**config.mk**
```make
export PLATFORM = sky130hd
export DESIGN_NAME = manchester_rx
export DESIGN_NICKNAME = d
export VERILOG_FILES = /design/src/rtl/mrx_pkg.sv /design/src/rtl/mrx_squelch.sv /design/src/rtl/mrx_cell_timer.sv /design/src/rtl/mrx_frame_ctrl.sv /design/src/rtl/mrx_clk_sel.sv /design/src/rtl/manchester_rx.sv
export SDC_FILE = /design/constraint.sdc
export NUM_CORES = 1
export LEC_CHECK = 0
export ABC_AREA = 1
export BUFFER_PORTS_ARGS = -buffer_cell sky130_fd_sc_hd__buf_2
export CELL_PAD_IN_SITES_DETAIL_PLACEMENT = 0
export CELL_PAD_IN_SITES_GLOBAL_PLACEMENT = 2
export CORE_MARGIN = 3
export CORE_UTILIZATION = 36
export DETAILED_ROUTE_END_ITERATION = 10
export PLACE_DENSITY = 0.8
export SLEW_MARGIN = 20
export SYNTH_ARGS = -nofsm -noshare
export SYNTH_HDL_FRONTEND = slang
export SYNTH_HIERARCHICAL = 1
export SYNTH_SLANG_ARGS = --single-unit
```
**constraint.sdc**
```tcl
create_clock -name clk -period 2.9 [get_ports clk]
set_clock_uncertainty 0.15 [all_clocks]
set_input_delay 0.435 -clock clk [delete_from_list [all_inputs] [get_ports clk]]
set_output_delay 0.435 -clock clk [all_outputs]
set_load 0.02 [all_outputs]
```
**src/rtl/mrx_pkg.sv**
```systemverilog
// Shared types and helpers for the Manchester receiver.
// Assumes nothing beyond IEEE 1800-2017 elaboration.
package mrx_pkg;

    // Receive sequencer states: quiet line, settling, delivering data
    typedef enum logic [1:0] {
        RX_IDLE = 2'd0,
        RX_ACQ  = 2'd1,
        RX_DATA = 2'd2
    } rx_state_e;

    // Larger of two integers, used to size shared counters
    function automatic int max2(input int a, input int b);
        return (a > b) ? a : b;
    endfunction

endpackage

```
**src/rtl/mrx_squelch.sv**
```systemverilog
// Line synchroniser, transition detector and pulse-width squelch.
// Measures the length of each level run between two transitions. A
// transition qualifies when the run it ends lies in [SQ_MIN, RUN_SAT-1]
// samples. Assumes line_i rests low after reset.
module mrx_squelch #(
    parameter int SYNC_STAGES = 2,
    parameter int SQ_MIN      = 3,
    parameter int RUN_SAT     = 25
) (
    input  logic clk,
    input  logic rst_n,
    input  logic line_i,
    output logic level_o,
    output logic edge_o,
    output logic accept_o
);
    localparam int RUN_W = $clog2(RUN_SAT + 1);
    localparam logic [RUN_W-1:0] SAT_V  = RUN_W'(RUN_SAT);
    localparam logic [RUN_W-1:0] MIN_V  = RUN_W'(SQ_MIN);
    localparam logic [RUN_W-1:0] ONE_V  = RUN_W'(1);

    logic [SYNC_STAGES-1:0] sync_q;
    logic                   level_q;
    logic [RUN_W-1:0]       run_q;

    genvar gi;
    generate
        for (gi = 0; gi < SYNC_STAGES; gi++) begin : g_sync
            if (gi == 0) begin : g_first
                // First synchroniser stage captures the raw line
                always_ff @(posedge clk) begin
                    if (!rst_n) sync_q[0] <= 1'b0;
                    else        sync_q[0] <= line_i;
                end
            end else begin : g_next
                // Further stages settle metastability
                always_ff @(posedge clk) begin
                    if (!rst_n) sync_q[gi] <= 1'b0;
                    else        sync_q[gi] <= sync_q[gi-1];
                end
            end
        end
    endgenerate

    // Transition detect and pulse qualification on the settled level
    always_comb begin
        level_o  = sync_q[SYNC_STAGES-1];
        edge_o   = level_o ^ level_q;
        accept_o = edge_o && (run_q >= MIN_V) && (run_q < SAT_V);
    end

    // Previous settled level and saturating run-length counter
    always_ff @(posedge clk) begin
        if (!rst_n) begin
            level_q <= 1'b0;
            run_q   <= SAT_V;
        end else begin
            level_q <= level_o;
            if (edge_o)              run_q <= ONE_V;
            else if (run_q < SAT_V)  run_q <= run_q + ONE_V;
        end
    end

    generate
        if (SQ_MIN >= 2) begin : g_sq_chk

            no_back_to_back_accept_chk: assert property (@(posedge clk) disable iff (!rst_n)
                accept_o |=> !accept_o);
        end
    endgenerate

endmodule

```
**src/rtl/mrx_cell_timer.sv**
```systemverilog
// Bit-cell phase tracker. Counts samples since the last mid-cell
// transition. While not tracking, every transition restarts the cell.
// While tracking, only transitions at least 3/4 of a cell after the last
// one count as mid-cell. Produces the recovered clock (low for the first
// half cell) and an end-of-frame timeout after 2*OVS quiet samples.
// Assumes OVS is even and at least 4.
module mrx_cell_timer #(
    parameter int OVS = 12
) (
    input  logic clk,
    input  logic rst_n,
    input  logic edge_i,
    input  logic tracking_i,
    output logic mid_o,
    output logic timeout_o,
    output logic rec_clk_o
);
    localparam int IDLE_LIM = 2 * OVS;
    localparam int HALF     = OVS / 2;
    localparam int MID_MIN  = (3 * OVS) / 4;
    localparam int POS_W    = $clog2(IDLE_LIM + 1);
    localparam logic [POS_W-1:0] LIM_V  = POS_W'(IDLE_LIM);
    localparam logic [POS_W-1:0] HALF_V = POS_W'(HALF);
    localparam logic [POS_W-1:0] MID_V  = POS_W'(MID_MIN);

    logic [POS_W-1:0] pos_q;
    logic [POS_W-1:0] pos_nxt;
    logic             rec_q;

    // Classify the current transition and compute the next cell position
    always_comb begin
        mid_o     = edge_i && (!tracking_i || (pos_q >= MID_V));
        timeout_o = (pos_q >= LIM_V);
        if (mid_o)              pos_nxt = '0;
        else if (pos_q < LIM_V) pos_nxt = pos_q + POS_W'(1);
        else                    pos_nxt = pos_q;
        rec_clk_o = rec_q;
    end

    // Cell position counter and registered recovered clock
    always_ff @(posedge clk) begin
        if (!rst_n) begin
            pos_q <= LIM_V;
            rec_q <= 1'b1;
        end else begin
            pos_q <= pos_nxt;
            rec_q <= (pos_nxt >= HALF_V);
        end
    end


    timeout_not_after_edge_chk: assert property (@(posedge clk) disable iff (!rst_n)
        $rose(timeout_o) |-> !$past(edge_i));

endmodule

```
**src/rtl/mrx_frame_ctrl.sv**
```systemverilog
// Receive sequencer. Raises carrier on a qualified pulse, counts decoded
// bits while settling, then delivers each mid-cell level as NRZ data.
// Drops carrier on the end-of-frame timeout. The settling length is
// latched from the mode input when carrier rises.
module mrx_frame_ctrl
    import mrx_pkg::*;
#(
    parameter int LOCK_TP  = 8,
    parameter int LOCK_AUI = 4
) (
    input  logic clk,
    input  logic rst_n,
    input  logic accept_i,
    input  logic mid_i,
    input  logic timeout_i,
    input  logic level_i,
    input  logic aui_mode_i,
    output logic crs_n_o,
    output logic sel_o,
    output logic tracking_o,
    output logic rxd_o
);
    localparam int CNT_MAX = max2(LOCK_TP, LOCK_AUI);
    localparam int CNT_W   = $clog2(CNT_MAX + 1);
    localparam logic [CNT_W-1:0] CMAX_V = CNT_W'(CNT_MAX);
    localparam logic [CNT_W-1:0] TP_V   = CNT_W'(LOCK_TP);
    localparam logic [CNT_W-1:0] AUI_V  = CNT_W'(LOCK_AUI);

    rx_state_e        state_q;
    logic [CNT_W-1:0] cnt_q;
    logic [CNT_W-1:0] lock_lim_q;
    logic             rxd_q;

    // Output decode from the sequencer state
    always_comb begin
        crs_n_o    = (state_q == RX_IDLE);
        tracking_o = (state_q != RX_IDLE);
        sel_o      = (state_q == RX_DATA);
        rxd_o      = rxd_q;
    end

    // Sequencer, decoded-bit counter and data register
    always_ff @(posedge clk) begin
        if (!rst_n) begin
            state_q    <= RX_IDLE;
            cnt_q      <= '0;
            lock_lim_q <= TP_V;
            rxd_q      <= 1'b0;
        end else begin
            unique case (state_q)
                RX_IDLE: begin
                    if (accept_i) begin
                        state_q    <= RX_ACQ;
                        cnt_q      <= CNT_W'(1);
                        lock_lim_q <= aui_mode_i ? AUI_V : TP_V;
                    end
                end
                default: begin
                    if (timeout_i) begin
                        state_q <= RX_IDLE;
                        cnt_q   <= '0;
                        rxd_q   <= 1'b0;
                    end else if (mid_i) begin
                        if (cnt_q >= lock_lim_q) begin
                            state_q <= RX_DATA;
                            rxd_q   <= level_i;
                        end
                        if (cnt_q < CMAX_V) cnt_q <= cnt_q + CNT_W'(1);
                    end
                end
            endcase
        end
    end


    carrier_needs_accept_chk: assert property (@(posedge clk) disable iff (!rst_n)
        $fell(crs_n_o) |-> $past(accept_i));


    carrier_drop_needs_timeout_chk: assert property (@(posedge clk) disable iff (!rst_n)
        $rose(crs_n_o) |-> $past(timeout_i));


    rxd_moves_on_cell_chk: assert property (@(posedge clk) disable iff (!rst_n)
        !$stable(rxd_o) |-> $past(mid_i || timeout_i));


    release_after_lock_chk: assert property (@(posedge clk) disable iff (!rst_n)
        sel_o |-> (cnt_q >= lock_lim_q));


    release_on_mid_chk: assert property (@(posedge clk) disable iff (!rst_n)
        $rose(sel_o) |-> $past(mid_i));

endmodule

```
**src/rtl/mrx_clk_sel.sv**
```systemverilog
// Receive clock source selector. Passes the recovered clock while data
// is delivered and the local transmit clock otherwise. The select only
// rises on a mid-cell transition, when the recovered clock is low.
module mrx_clk_sel (
    input  logic clk,
    input  logic rst_n,
    input  logic sel_i,
    input  logic carrier_i,
    input  logic rec_clk_i,
    input  logic tx_clk_i,
    output logic rx_clk_o
);
    // Clock source multiplexer
    always_comb begin
        rx_clk_o = sel_i ? rec_clk_i : tx_clk_i;
    end


    idle_clock_is_tx_chk: assert property (@(posedge clk) disable iff (!rst_n)
        !carrier_i |-> (rx_clk_o == tx_clk_i));

endmodule

```
**src/rtl/manchester_rx.sv**
```systemverilog
// Top of the Manchester receiver: squelch, cell timer, sequencer and
// clock selector. Assumes clk runs at OVS samples per bit, the line rests
// low when idle and frames open with a 1,0 preamble.
module manchester_rx #(
    parameter int OVS         = 12,
    parameter int SQ_MIN      = 3,
    parameter int LOCK_TP     = 8,
    parameter int LOCK_AUI    = 4,
    parameter int SYNC_STAGES = 2
) (
    input  logic clk,
    input  logic rst_n,
    input  logic line_i,
    input  logic tx_clk_i,
    input  logic aui_mode_i,
    output logic crs_n_o,
    output logic rxd_o,
    output logic rx_clk_o
);
    localparam int RUN_SAT = 2 * OVS + 1;

    logic level_w;
    logic edge_w;
    logic accept_w;
    logic mid_w;
    logic timeout_w;
    logic rec_clk_w;
    logic tracking_w;
    logic sel_w;
    logic crs_n_w;

    mrx_squelch #(
        .SYNC_STAGES (SYNC_STAGES),
        .SQ_MIN      (SQ_MIN),
        .RUN_SAT     (RUN_SAT)
    ) u_squelch (
        .clk      (clk),
        .rst_n    (rst_n),
        .line_i   (line_i),
        .level_o  (level_w),
        .edge_o   (edge_w),
        .accept_o (accept_w)
    );

    mrx_cell_timer #(
        .OVS (OVS)
    ) u_timer (
        .clk        (clk),
        .rst_n      (rst_n),
        .edge_i     (edge_w),
        .tracking_i (tracking_w),
        .mid_o      (mid_w),
        .timeout_o  (timeout_w),
        .rec_clk_o  (rec_clk_w)
    );

    mrx_frame_ctrl #(
        .LOCK_TP  (LOCK_TP),
        .LOCK_AUI (LOCK_AUI)
    ) u_ctrl (
        .clk        (clk),
        .rst_n      (rst_n),
        .accept_i   (accept_w),
        .mid_i      (mid_w),
        .timeout_i  (timeout_w),
        .level_i    (level_w),
        .aui_mode_i (aui_mode_i),
        .crs_n_o    (crs_n_w),
        .sel_o      (sel_w),
        .tracking_o (tracking_w),
        .rxd_o      (rxd_o)
    );

    mrx_clk_sel u_clksel (
        .clk       (clk),
        .rst_n     (rst_n),
        .sel_i     (sel_w),
        .carrier_i (~crs_n_w),
        .rec_clk_i (rec_clk_w),
        .tx_clk_i  (tx_clk_i),
        .rx_clk_o  (rx_clk_o)
    );

    // Carrier sense to the port
    always_comb begin
        crs_n_o = crs_n_w;
    end

endmodule

```
* Yosys cells after proc, flatten, opt, wreduce, memory -nomap -nowiden *
Index checks and enable logic that the tools add are counted.
W data, S select, Z words.

word-level totals
  register bits after elaboration = 25
  output and inout port bits = 3
  logic and storage cells = 64

operators by class
  $add $sub $neg = 3
  $lt $le $gt $ge = 8
  eq/ne operators = 2
  multiplexer cells = 19
  bitwise operators = 3
  reductions and logical operators = 18

operator list
  cell                   number
  $mux W4                6
  $mux W5                4
  $add A5 B1 Y5 const B  2
  $lt A5 B5 Y1 const B   2
  $mux W2                5
  $reduce_and A3 Y1      3
  $reduce_bool A3 Y1     3
  $reduce_bool A2 Y1     4
  $ge A5 B2 Y1 const B   1
  $ge A5 B3 Y1 const B   1
  $ge A5 B4 Y1 const B   1
  $ge A5 B5 Y1 const B   1
  $add A4 B1 Y4 const B  1
  $ge A4 B4 Y1           1
  $lt A4 B4 Y1 const B   1
  $mux W1                4
  $logic_and A1 B1 Y1    3
  $eq A2 B2 Y1 const B   1
  $logic_not A2 Y1       1
  $ne A2 B1 Y1 const B   1
  $not A1 Y1             2
  $reduce_and A2 Y1      1
  $reduce_or A2 Y1       1
  $logic_not A1 Y1       1
  2 further kinds        2

* Logic depth before layout (Yosys ltp) *
Gate-level depths: netlist of the first run.

  depth after elaboration = 7
  gate-level depth with buffers = 16

* Hierarchy *
Netlist of the first run, hierarchy kept.

by module, submodules not included
  module          instances  cells each  area an instance (µm²)
  mrx_frame_ctrl  1          76          555.5
  mrx_squelch     1          50          374.1
  mrx_cell_timer  1          50          356.6
  mrx_clk_sel     1          4           15.0
  manchester_rx   1          1           3.8

* Least setup slack after synthesis of the first run *
OpenSTA, ideal clock, no wires.

  path type = flip-flop to flip-flop
  start = register u_timer.pos_q[1]
  end = register u_ctrl.cnt_q[1]
  setup time = 0.115 ns
  data arrival time = 1.496 ns
  data required time = 2.635 ns
  setup slack = 1.139 ns
  cell stages (with the launch flop) = 15
  buffers on the path = 0
  period minus slack after synthesis = 1.761 ns
  path through = dfxtp_1 > bufinv_8 > ha_1 > nor2_1 > nand2_1 > nand2_1 > nand2_1 > nand2_2 > inv_1 > inv_1 > nand2_1 > nand2_2 > nand2_4 > a21oi_1 > nor2_1

between the ends
  word-level cells in the longest chain between the ends = 5

ends and longest elaborated chain
  what                                 line                  RTL
  start, declared                      mrx_cell_timer.sv:26  logic [POS_W-1:0] pos_q;
  start signal, assigned               mrx_cell_timer.sv:46  pos_q <= pos_nxt;
  $ge A5 B4 Y1                         mrx_cell_timer.sv:32  mid_o = edge_i && (!tracking_i || (pos_q >= MID_V));
  $logic_or A1 B1 Y1                   mrx_cell_timer.sv:32
  $logic_and A1 B1 Y1                  mrx_cell_timer.sv:32
  via mid_w                            manchester_rx.sv:25   logic mid_w;
  $reduce_bool A3 Y1 (no source line)  --
  $reduce_and A3 Y1 (no source line)   --
  end signal, assigned                 mrx_frame_ctrl.sv:68  if (cnt_q < CMAX_V) cnt_q <= cnt_q + CNT_W'(1);
  end, declared                        mrx_frame_ctrl.sv:30  logic [CNT_W-1:0] cnt_q;

The timed path passes the listed nets, and every way through them passes these cells.
A chain may end at the register's enable or synchronous reset.

* Worst setup path in the final report of the first run *
  start = register u_timer.pos_q[1]
  end = register u_ctrl.state_q[0]

between the ends
  word-level cells in the longest chain between the ends = 5

ends and longest elaborated chain
  what                                 line                  RTL
  $ge A5 B4 Y1                         mrx_cell_timer.sv:32
  $logic_or A1 B1 Y1                   mrx_cell_timer.sv:32
  $logic_and A1 B1 Y1                  mrx_cell_timer.sv:32
  via mid_w                            manchester_rx.sv:25
  $reduce_bool A3 Y1 (no source line)  --
  $reduce_and A3 Y1 (no source line)   --
  end signal, assigned                 mrx_frame_ctrl.sv:45  state_q <= RX_IDLE;
  end signal, assigned                 mrx_frame_ctrl.sv:53  state_q <= RX_ACQ;
  end signal, assigned                 mrx_frame_ctrl.sv:60  state_q <= RX_IDLE;
  end, declared                        mrx_frame_ctrl.sv:29  rx_state_e state_q;

The timed path passes the listed nets, and every way through them passes these cells.

==> metrics.txt, run 1 <==
status finished clean; Yosys warning count 6; worst-margin pin slew 0.2883 ns; Area Growth Syn to Fin 9.231%; total grt overflow 0; min Tclk post-route 1.959 ns; final count of pins violating max slew 0; Netlist Area Pre-Place 1301 µm²; per-cell routed wire length about 10 µm; total wire length between 2 and 2.5 mm; CP endpoint kind flop; crit-path max FO 6; largest net degree at the start of global routing 15; Diodes inserted 0; Setup violations, final 0; CTS tree yes; largest vdd supply drop 0.1726 mV; Peak Freq roughly 500 MHz; I/O Buffers 7; Gate Count Post-Synth 180; clock buffer count from CTS 3; placed instance area 1394 µm²; share of cells above drive strength 1 17.80%; Post-CTS Hold Buffers 0; final setup TNS 0 ns; Critical Path Start u_timer/pos_q[1]; CTS resizes 0; RR Startpoint u_timer/pos_q[1]; PwrDens 519.3 nW/µm²; Sink Count 23; Tot GR Track Use 13.19%; ratio of final minimum period to clock period 67.56%; CP startpoint kind flop; DIE AREA between 4000 and 5000 µm²; overall die width approximately 66 µm; relative slew slack about four fifths; r2r setup slk around 0.94 ns; Clock Path Buffers 2; starting density of the core 38.10%; Hold WC Path Type in -> reg; Syn Nets 193; Final Net Count 205; Antenna Nets Post-Route 0; I/O Pins 8; Die Span Y 66.12 µm; DRC Markers 0; total setup buffers inserted after CTS 0; H-tree Lvls 1; vias 1062; finished layout cell area 1421 µm²; Setup CP Type reg -> reg; initial antenna violation count 0; row count 21; Hold Fails Final Rpt 0; Leakage 0.0007272 µW; Critical Path RT 3.01 ns; first-pass GRT wire length 4.450 mm; Fillers 391; Mapped Avg Cell Area 7.229 µm²; router iterations before antenna repair 3; Core Area around 3400 µm²; RSZ-0062 raised after global routing false; max-cap violation count 0; HP Start line_i; dpl hpwl 1.877 mm; worst-skew pair later-pin latency between 0.3 and 0.4 ns; CTS root buffer clkbuf_4; Worst EP arrival 2.07 ns; Clock transition at path regs 0.13 ns; Avg Vias per Cell 4.481; DRT iter0 DRCs 14; Final Wtd Congestion 0.8164; vias in the first global route 1019
-- path summary, 6_finish.rpt --
check                             end  depth (start not counted)
setup / recovery    u_ctrl/state_q[0]                         13
hold / removal    u_squelch/sync_q[0]                          3
setup reg to reg    u_ctrl/state_q[0]                         13
hold reg to reg     u_squelch/level_o                          2
-- worst max-delay path: stages, from the launching register on --
cell	delay, ns
dfxtp_1	0.43
bufinv_8	0.21
ha_1	0.16
nor2_1	0.10
nand2_1	0.06
nand2_1	0.05
nand2_1	0.06
nand2_2	0.11
inv_1	0.06
nor2_1	0.09
nor2_1	0.04
nand3_1	0.16
nand3_1	0.09
a21oi_1	0.13
-- metal layers --
metal / track usage (%) / routed length, µm
met3: 2.551 / 52
met1: 17.29 / 1292
met5: 0 / 0
met4: 5.330 / 14
met2: 21.07 / 1044
-- final cells by class --
class	count	area, µm²	area share (%)
timing repair buffer	7	35.03	2.465
clock buffer	3	22.52	1.585
sequential	23	460.4	32.39
clock inverter	1	5.005	0.3521
tap	46	57.56	4.049
multi-input combinational	126	706.9	49.74
inverter	31	133.9	9.419
-- power by group --
| group | internal [µW] | leakage, µW | switching [µW] |
|---|---|---|---|
| Combinational | 82.7 | 0.000522 | 131 |
| Sequential | 342 | 0.000188 | 30.4 |
| Clock | 51.6 | 0.0000177 | 101 |
-- per-stage QoR --
stage	hold slack, ns	power [µW]	cells	utilization [%]	setup slack (ns)
floorplan	0.2400	547.1	180	-	1.139
global placement	0.2604	594.2	233	40.81	0.9951
detailed placement	0.2641	594.8	233	40.81	0.9677
CTS	0.1288	750.9	237	41.61	0.9334
global route	0.1382	803.1	237	41.61	0.7072
finish	0.1409	738.1	237	41.61	0.9406
-- cells in the final DEF, fill, tap and decap left out --
cell type  count
o21ai_0        4
or2_2          1
nor2_1        18
a21oi_1        5
nand4_1        4
nor2_4         3
o21ai_1        3
bufinv_8       1
nand3_2        2
nand2_2        6
o21ai_2        1
a21boi_1       1
clkinv_2       2
ha_1           8
clkbuf_4       3
inv_2          1
inv_4          1
nand3_1       13
buf_2          7
nand2_1       47
and3_2         1
a21oi_2        1
dfxtp_1       23
and3_1         1
xnor2_2        1
xor2_1         3
inv_1         27
nand2_4        3
-- sequential cells by signal, summed over array words and instances (netlist names) --
register,count
u_ctrl/cnt_q,4
u_ctrl/lock_lim_q,2
u_ctrl/rxd_o,1
u_ctrl/state_q,2
u_squelch/level_o,1
u_squelch/level_q,1
u_squelch/run_q,5
u_squelch/sync_q,1
u_timer/pos_q,5
u_timer/rec_clk_o,1
Power figures use the tool's default switching activity.
==> run 2, diff against run 1 <==
Settings changed: CORE_UTILIZATION 36 to 34, PLACE_DENSITY 0.8 to 0.76.
Clock period 2.9 ns to 1.95 ns, I/O delays scaled along.
==> run 2 against run 1 <==
Compared with the run above: global-route usage decreased by 0.77 points; clock power increased by 98%; largest cell class unchanged; clock-buffer cell count increased by 1; maximum frequency increased by 9.0%; utilization increased by 0.14 points.
==> metrics.txt, run 2 (synthesized netlist as in run 1, its figures left out) <==
placed instance area 1409 µm² (+1.1%); Hold Slack 0.05508 ns (-0.08577 ns); Tot GR Track Use 12.41% (-0.77 points); Finished Core Util 41.76% (+0.14 points); starting density of the core 36.96% (-1.1 points); first-pass GRT wire length 4.353 mm (-2.2%); Hold Fails Final Rpt 0 (unchanged); Final Net Count 208 (+1.5%); CP top delay family simple AND/OR/NAND/NOR gates; Seq pwr share 46.7% (-3.8 points); Final Non-Filler Cells 240 (+1.3%); Setup CP Type reg -> reg; dpl hpwl 1.871 mm (-0.33%); Final Wtd Congestion 0.8072 (-1.1%); final count of pins violating max slew 0 (unchanged); Cell Int Power 782.7 µW (+64%); relative slew slack 78.51% (-2.1 points); hold depth 3 (unchanged); critical path cell sequence bufinv_8 -> ha_1 -> nor2_1 -> nand2_1 -> nand2_1 -> nand2_1 -> nand2_2 -> inv_1 -> inv_1 -> nand2_1 -> nand2_2 -> nand2_4 -> nand2_1 -> o21ai_1 -> nor2_1; H-tree Lvls 1 (unchanged); Clock transition at path regs 0.09 ns (-0.04 ns); Post-CTS Hold Buffers 0 (unchanged); crit-path max FO 6 (unchanged); CP endpoint kind flop; WP depth 15 (+2); I/O Buffers 7 (unchanged); largest net degree at the start of global routing 15 (unchanged); CP max stage cell dfxtp_4; Leakage 0.0007480 µW (+2.9%); Sw Share 33.91% (-1.6 points); min Tclk post-route 1.798 ns (-0.1613 ns); overall die width 67.87 µm (+2.6%); total wire length 2.467 mm (+2.6%); Setup violations, final 0 (unchanged); Worst path most repeated cell nand2_1; router iterations before antenna repair 4 (+1); most common library cell in the layout ignoring fill and taps nand2_1; vias in the first global route 996 (-2.3%); clock buffer count from CTS 3 (unchanged); most frequent cells in the layout 47 x nand2_1, 27 x inv_1, 22 x dfxtp_1; worst-skew pair later-pin latency 0.26 ns (-0.05 ns); DRC Markers 0 (unchanged); row count 21 (unchanged); largest registers u_squelch/run_q (5), u_timer/pos_q (5), u_ctrl/cnt_q (4); share of cells above drive strength 1 19.59% (+1.8 points); CP startpoint kind flop; status finished clean; max-cap violation count 0 (unchanged); slowest stage delay, CP 0.36 ns (-0.07 ns); Critical Path RT 2.00 ns (-1.01 ns); CTS root buffer clkbuf_8; DRT iter0 DRCs 27 (+13); Tot Pwr 1184 µW (+60%); Hold WC Path Type in -> reg; initial antenna violation count 0 (unchanged); vias 1104 (+4.0%); Avg Vias per Cell 4.600 (+2.7%); Diodes inserted 0 (unchanged); per-cell routed wire length 10.28 µm (+1.3%); finished layout cell area 1470 µm² (+3.4%); PwrDens 805.6 nW/µm² (+55%); r2r worst-path depth 15 (+2); worst-margin pin slew 0.3201 ns (+0.03188 ns); Peak Freq 556.2 MHz (+9.0%); I/O Pins 8 (unchanged); Antenna Nets Post-Route 0 (unchanged); Die Span Y 67.87 µm (+2.6%); largest vdd supply drop 0.2714 mV (+57%); net switching power 401.7 µW (+53%); Clock Path Buffers 2 (unchanged); dpl cells 235 (+0.86%); DIE AREA 4606 µm² (+5.3%); Buf/Inv on CP 3 (+1); Worst EP arrival 1.85 ns (-0.22 ns); Area Growth Syn to Fin 12.98%; Sink Count 23 (unchanged); total grt overflow 0 (unchanged); Gate power share 27.9% (-1.0 points); CTS tree yes; Clk pwr share 25.4% (+4.7 points); ratio of final minimum period to clock period 92.21% (+25 points); Core Area 3521 µm² (+3.1%)
run 2: cell count changes in the layout (fill, tap and decap cells not counted):
cell / previous run / this run
clkbuf_8: 0 / 3
clkinv_2: 2 / 1
buf_4: 0 / 3
dfxtp_4: 0 / 1
nand3_1: 13 / 12
clkbuf_1: 0 / 1
nand3_2: 2 / 3
dfxtp_1: 23 / 22
clkbuf_4: 3 / 0
run 2: layer usage:
layer	vias up	GRT usage, %	routed length (µm)
li1	588	-	-
met1	505	16.58	1330
met2	9	20.17	1064
met3	2	2.956	61
met4	0	2.978	11
met5	-	0	0
run 2: layout make-up:
type	instances	area, µm²
Sequential cell	23	464.2
Fill cell	392	2051
Timing Repair Buffer	10	57.56
Clock buffer	4	45.04
Tap cell	46	57.56
Multi-Input combinational cell	126	711.9
Inverter	31	133.9
run 2: timing repair:
| item | in CTS | in global routing |
|---|---|---|
| gates resized for setup | 0 | 3 |
| setup buffers | 0 | 1 |
| setup endpoints to repair | 0 | 7 |
run 2: worst reg2reg max path, cell delays in order, from the launching register on:
cell and delay (ns):
dfxtp_4 0.36, bufinv_8 0.17, ha_1 0.17, nor2_1 0.11, nand2_1 0.06, nand2_1 0.05
nand2_1 0.06, nand2_2 0.06, inv_1 0.05, inv_1 0.04, nand2_1 0.06, nand2_2 0.09
nand2_4 0.07, nand2_1 0.09, o21ai_1 0.06, nor2_1 0.09
run 2: metrics by stage:
step	TNS, ns	setup WS, ns
final	0	0.1519
after global routing	-0.007244	-0.007244
after CTS	0	0.05561
after detailed placement	0	0.07675
after global placement	0	0.09635
after floorplan	0	0.1886
run 2: final timing paths:
kind | from | to | slack (ns)
setup reg to reg | u_timer/pos_q[1] | u_ctrl/cnt_q[2] | 0.15
setup / recovery | u_timer/pos_q[1] | u_ctrl/cnt_q[2] | 0.15
hold / removal | line_i | u_squelch/sync_q[0] | 0.06
hold reg to reg | u_squelch/sync_q[0] | u_squelch/level_o | 0.27
run 2: power groups by stage:
stage / combinational, µW / clock, µW / sequential [µW]
2_1_floorplan: 260 / 0 / 554
6_report: 330 / 301 / 553
3_3_place_gp: 326 / 0 / 564
4_1_cts: 327 / 313 / 553
3_5_place_dp: 325 / 0 / 564
5_1_grt: 376 / 338 / 561
==> run 3, diff against run 2 <==
Settings changed: PLACE_DENSITY 0.76 to default, PLACE_DENSITY_LB_ADDON from default to 0.1.
==> run 3 against run 2 <==
Compared with the run above: final area barely moved; die area unchanged; first-iteration DRC count rose by 41%; hold slack better by 0.0039 ns; largest cell class unchanged; combinational power grew 2%; setup slack better by 0.014 ns; critical path depth is 1 lower; flip-flop and latch count did not move; clock power down 3%; highest routed layer unchanged; critical path type unchanged.
==> metrics.txt, run 3 (synthesized netlist as in run 1, its figures left out) <==
status finished clean; total grt overflow 0 (unchanged); layer with the highest usage met2; met1 Use GR 17.95% (+1.4 points); Sink Count 23 (unchanged); total wire length 2.553 mm (+3.5%); router iterations before antenna repair 4 (unchanged); Clock transition at path regs 0.08 ns (about the same); DRC Markers 0 (unchanged); critical path cell sequence bufinv_8 -> ha_1 -> nor2_1 -> nand2_1 -> nand2_1 -> nand2_1 -> nand2_2 -> inv_1 -> nor2_1 -> nor2_1 -> nand3_1 -> nand3_1 -> nand2_1 -> inv_1; DRT iter0 DRCs 38 (+41%); Core Area 3521 µm² (unchanged); dpl hpwl 1.956 mm (+4.5%); Die Span Y 67.87 µm (unchanged); Peak Freq 560.6 MHz (+0.79%); CTS root buffer clkbuf_8; Worst path most repeated cell nand2_1; CP top delay family simple AND/OR/NAND/NOR gates; worst-margin pin slew 0.2768 ns (-0.04336 ns); final count of pins violating max slew 0 (unchanged); overall die width 67.87 µm (unchanged); Critical Path RT 1.97 ns (-0.03 ns); Diodes inserted 0 (unchanged); per-cell routed wire length 10.64 µm (+3.5%); most frequent cells in the layout 47 x nand2_1, 27 x inv_1, 21 x dfxtp_1; Setup violations, final 0 (unchanged); Final Wtd Congestion 0.7885 (-2.3%); routing usage on met2 22.11% (+1.9 points); DIE AREA 4606 µm² (unchanged); CP max stage cell dfxtp_4; HP Start line_i; CP startpoint kind flop; largest registers u_squelch/run_q (5), u_timer/pos_q (5), u_ctrl/cnt_q (4); Leakage 0.0007509 µW (+0.39%); starting density of the core 36.96% (unchanged); worst-skew pair later-pin latency 0.26 ns (about the same); I/O Pins 8 (unchanged); vias in the first global route 1073 (+7.7%); Final Net Count 208 (unchanged); slowest stage delay, CP 0.35 ns (about the same); largest net degree at the start of global routing 15 (unchanged); PwrDens 802.8 nW/µm² (-0.35%); relative slew slack 81.42% (+2.9 points); Finished Core Util 41.79% (about the same); vias 1084 (-1.8%); row count 21 (unchanged); initial antenna violation count 0 (unchanged); Hold Slack 0.05897 ns (+0.003887 ns); CP endpoint kind flop; Critical Path Start u_timer/pos_q[1]; global-route track usage on met3 3.941% (+0.99 points); Worst EP arrival 1.80 ns (-0.05 ns); Hold WC Path Type in -> reg; Avg Vias per Cell 4.517 (-1.8%); share of cells above drive strength 1 20.62% (+1.0 points); I/O Buffers 7 (unchanged); Area Growth Syn to Fin 13.08% (about the same); clock buffer count from CTS 3 (unchanged); Buf/Inv on CP 3 (unchanged); Tot GR Track Use 13.63% (+1.2 points); Clock Path Buffers 2 (unchanged); Hold Fails Final Rpt 0 (unchanged); Antenna Nets Post-Route 0 (unchanged); Setup CP Type reg -> reg; min Tclk post-route 1.784 ns (-0.01416 ns); CTS tree yes; first-pass GRT wire length 4.719 mm (+8.4%); H-tree Lvls 1 (unchanged); ratio of final minimum period to clock period 91.48% (-0.73 points); crit-path max FO 4 (-2); Post-CTS Hold Buffers 0 (unchanged); most common library cell in the layout ignoring fill and taps nand2_1; largest vdd supply drop 0.4301 mV (+58%); RR Startpoint u_timer/pos_q[1]; max-cap violation count 0 (unchanged)
-- run 3: path summary, 6_finish.rpt --
check / to / slack, ns / depth (start not counted)
hold reg to reg: u_squelch/level_o / 0.27 / 2
setup / recovery: u_ctrl/state_q[1] / 0.17 / 14
setup reg to reg: u_ctrl/state_q[1] / 0.17 / 14
hold / removal: u_squelch/sync_q[0] / 0.06 / 3
-- run 3: report_power, final --
part,switching [µW],total [µW],internal (µW)
combinational,204,335,131
sequential,43.9,553,509
clock,151,293,143
total,399,1180,782
-- run 3: area by class of cell --
type                            count  area [µm²]
Fill cell                         387        2049
Tap cell                           46       57.56
Multi-Input combinational cell    126       710.7
Inverter                           31       133.9
Sequential cell                    23       465.4
Timing Repair Buffer               10       57.56
Clock buffer                        3       41.29
Clock inverter                      1       5.005
-- run 3: worst reg2reg max path, delay by kind of cell (launching register included) --
family | cells | cell delay (ns)
AND/OR/NAND/NOR | 10 | 0.78
adder cells (fa/ha/maj) | 1 | 0.17
buffers and inverters | 3 | 0.25
flip-flops | 1 | 0.35
-- run 3: what timing repair did --
item	4_1_cts	5_1_grt
setup endpoints to repair	0	7
gates resized for setup	0	4
hold endpoints to repair	0	0
setup buffers	0	1
-- run 3: routing by layer --
layer / vias up / routed length [µm]
met5: - / 0
met4: 0 / 21
met3: 5 / 92
met2: 16 / 1141
met1: 477 / 1298
li1: 586 / -
-- run 3: stage by stage --
step / setup WS [ns] / power (µW) / area [µm²] / instances / TNS [ns]
finish: 0.1661 / 1181 / 1471 / 240 / 0
global route: -0.005572 / 1286 / 1471 / 240 / -0.006661
CTS: 0.05029 / 1200 / 1455 / 239 / 0
detailed placement: 0.07977 / 893.3 / 1409 / 235 / 0
global placement: 0.09912 / 889.1 / 1409 / 235 / 0
floorplan: 0.1886 / 813.6 / 1301 / 180 / 0
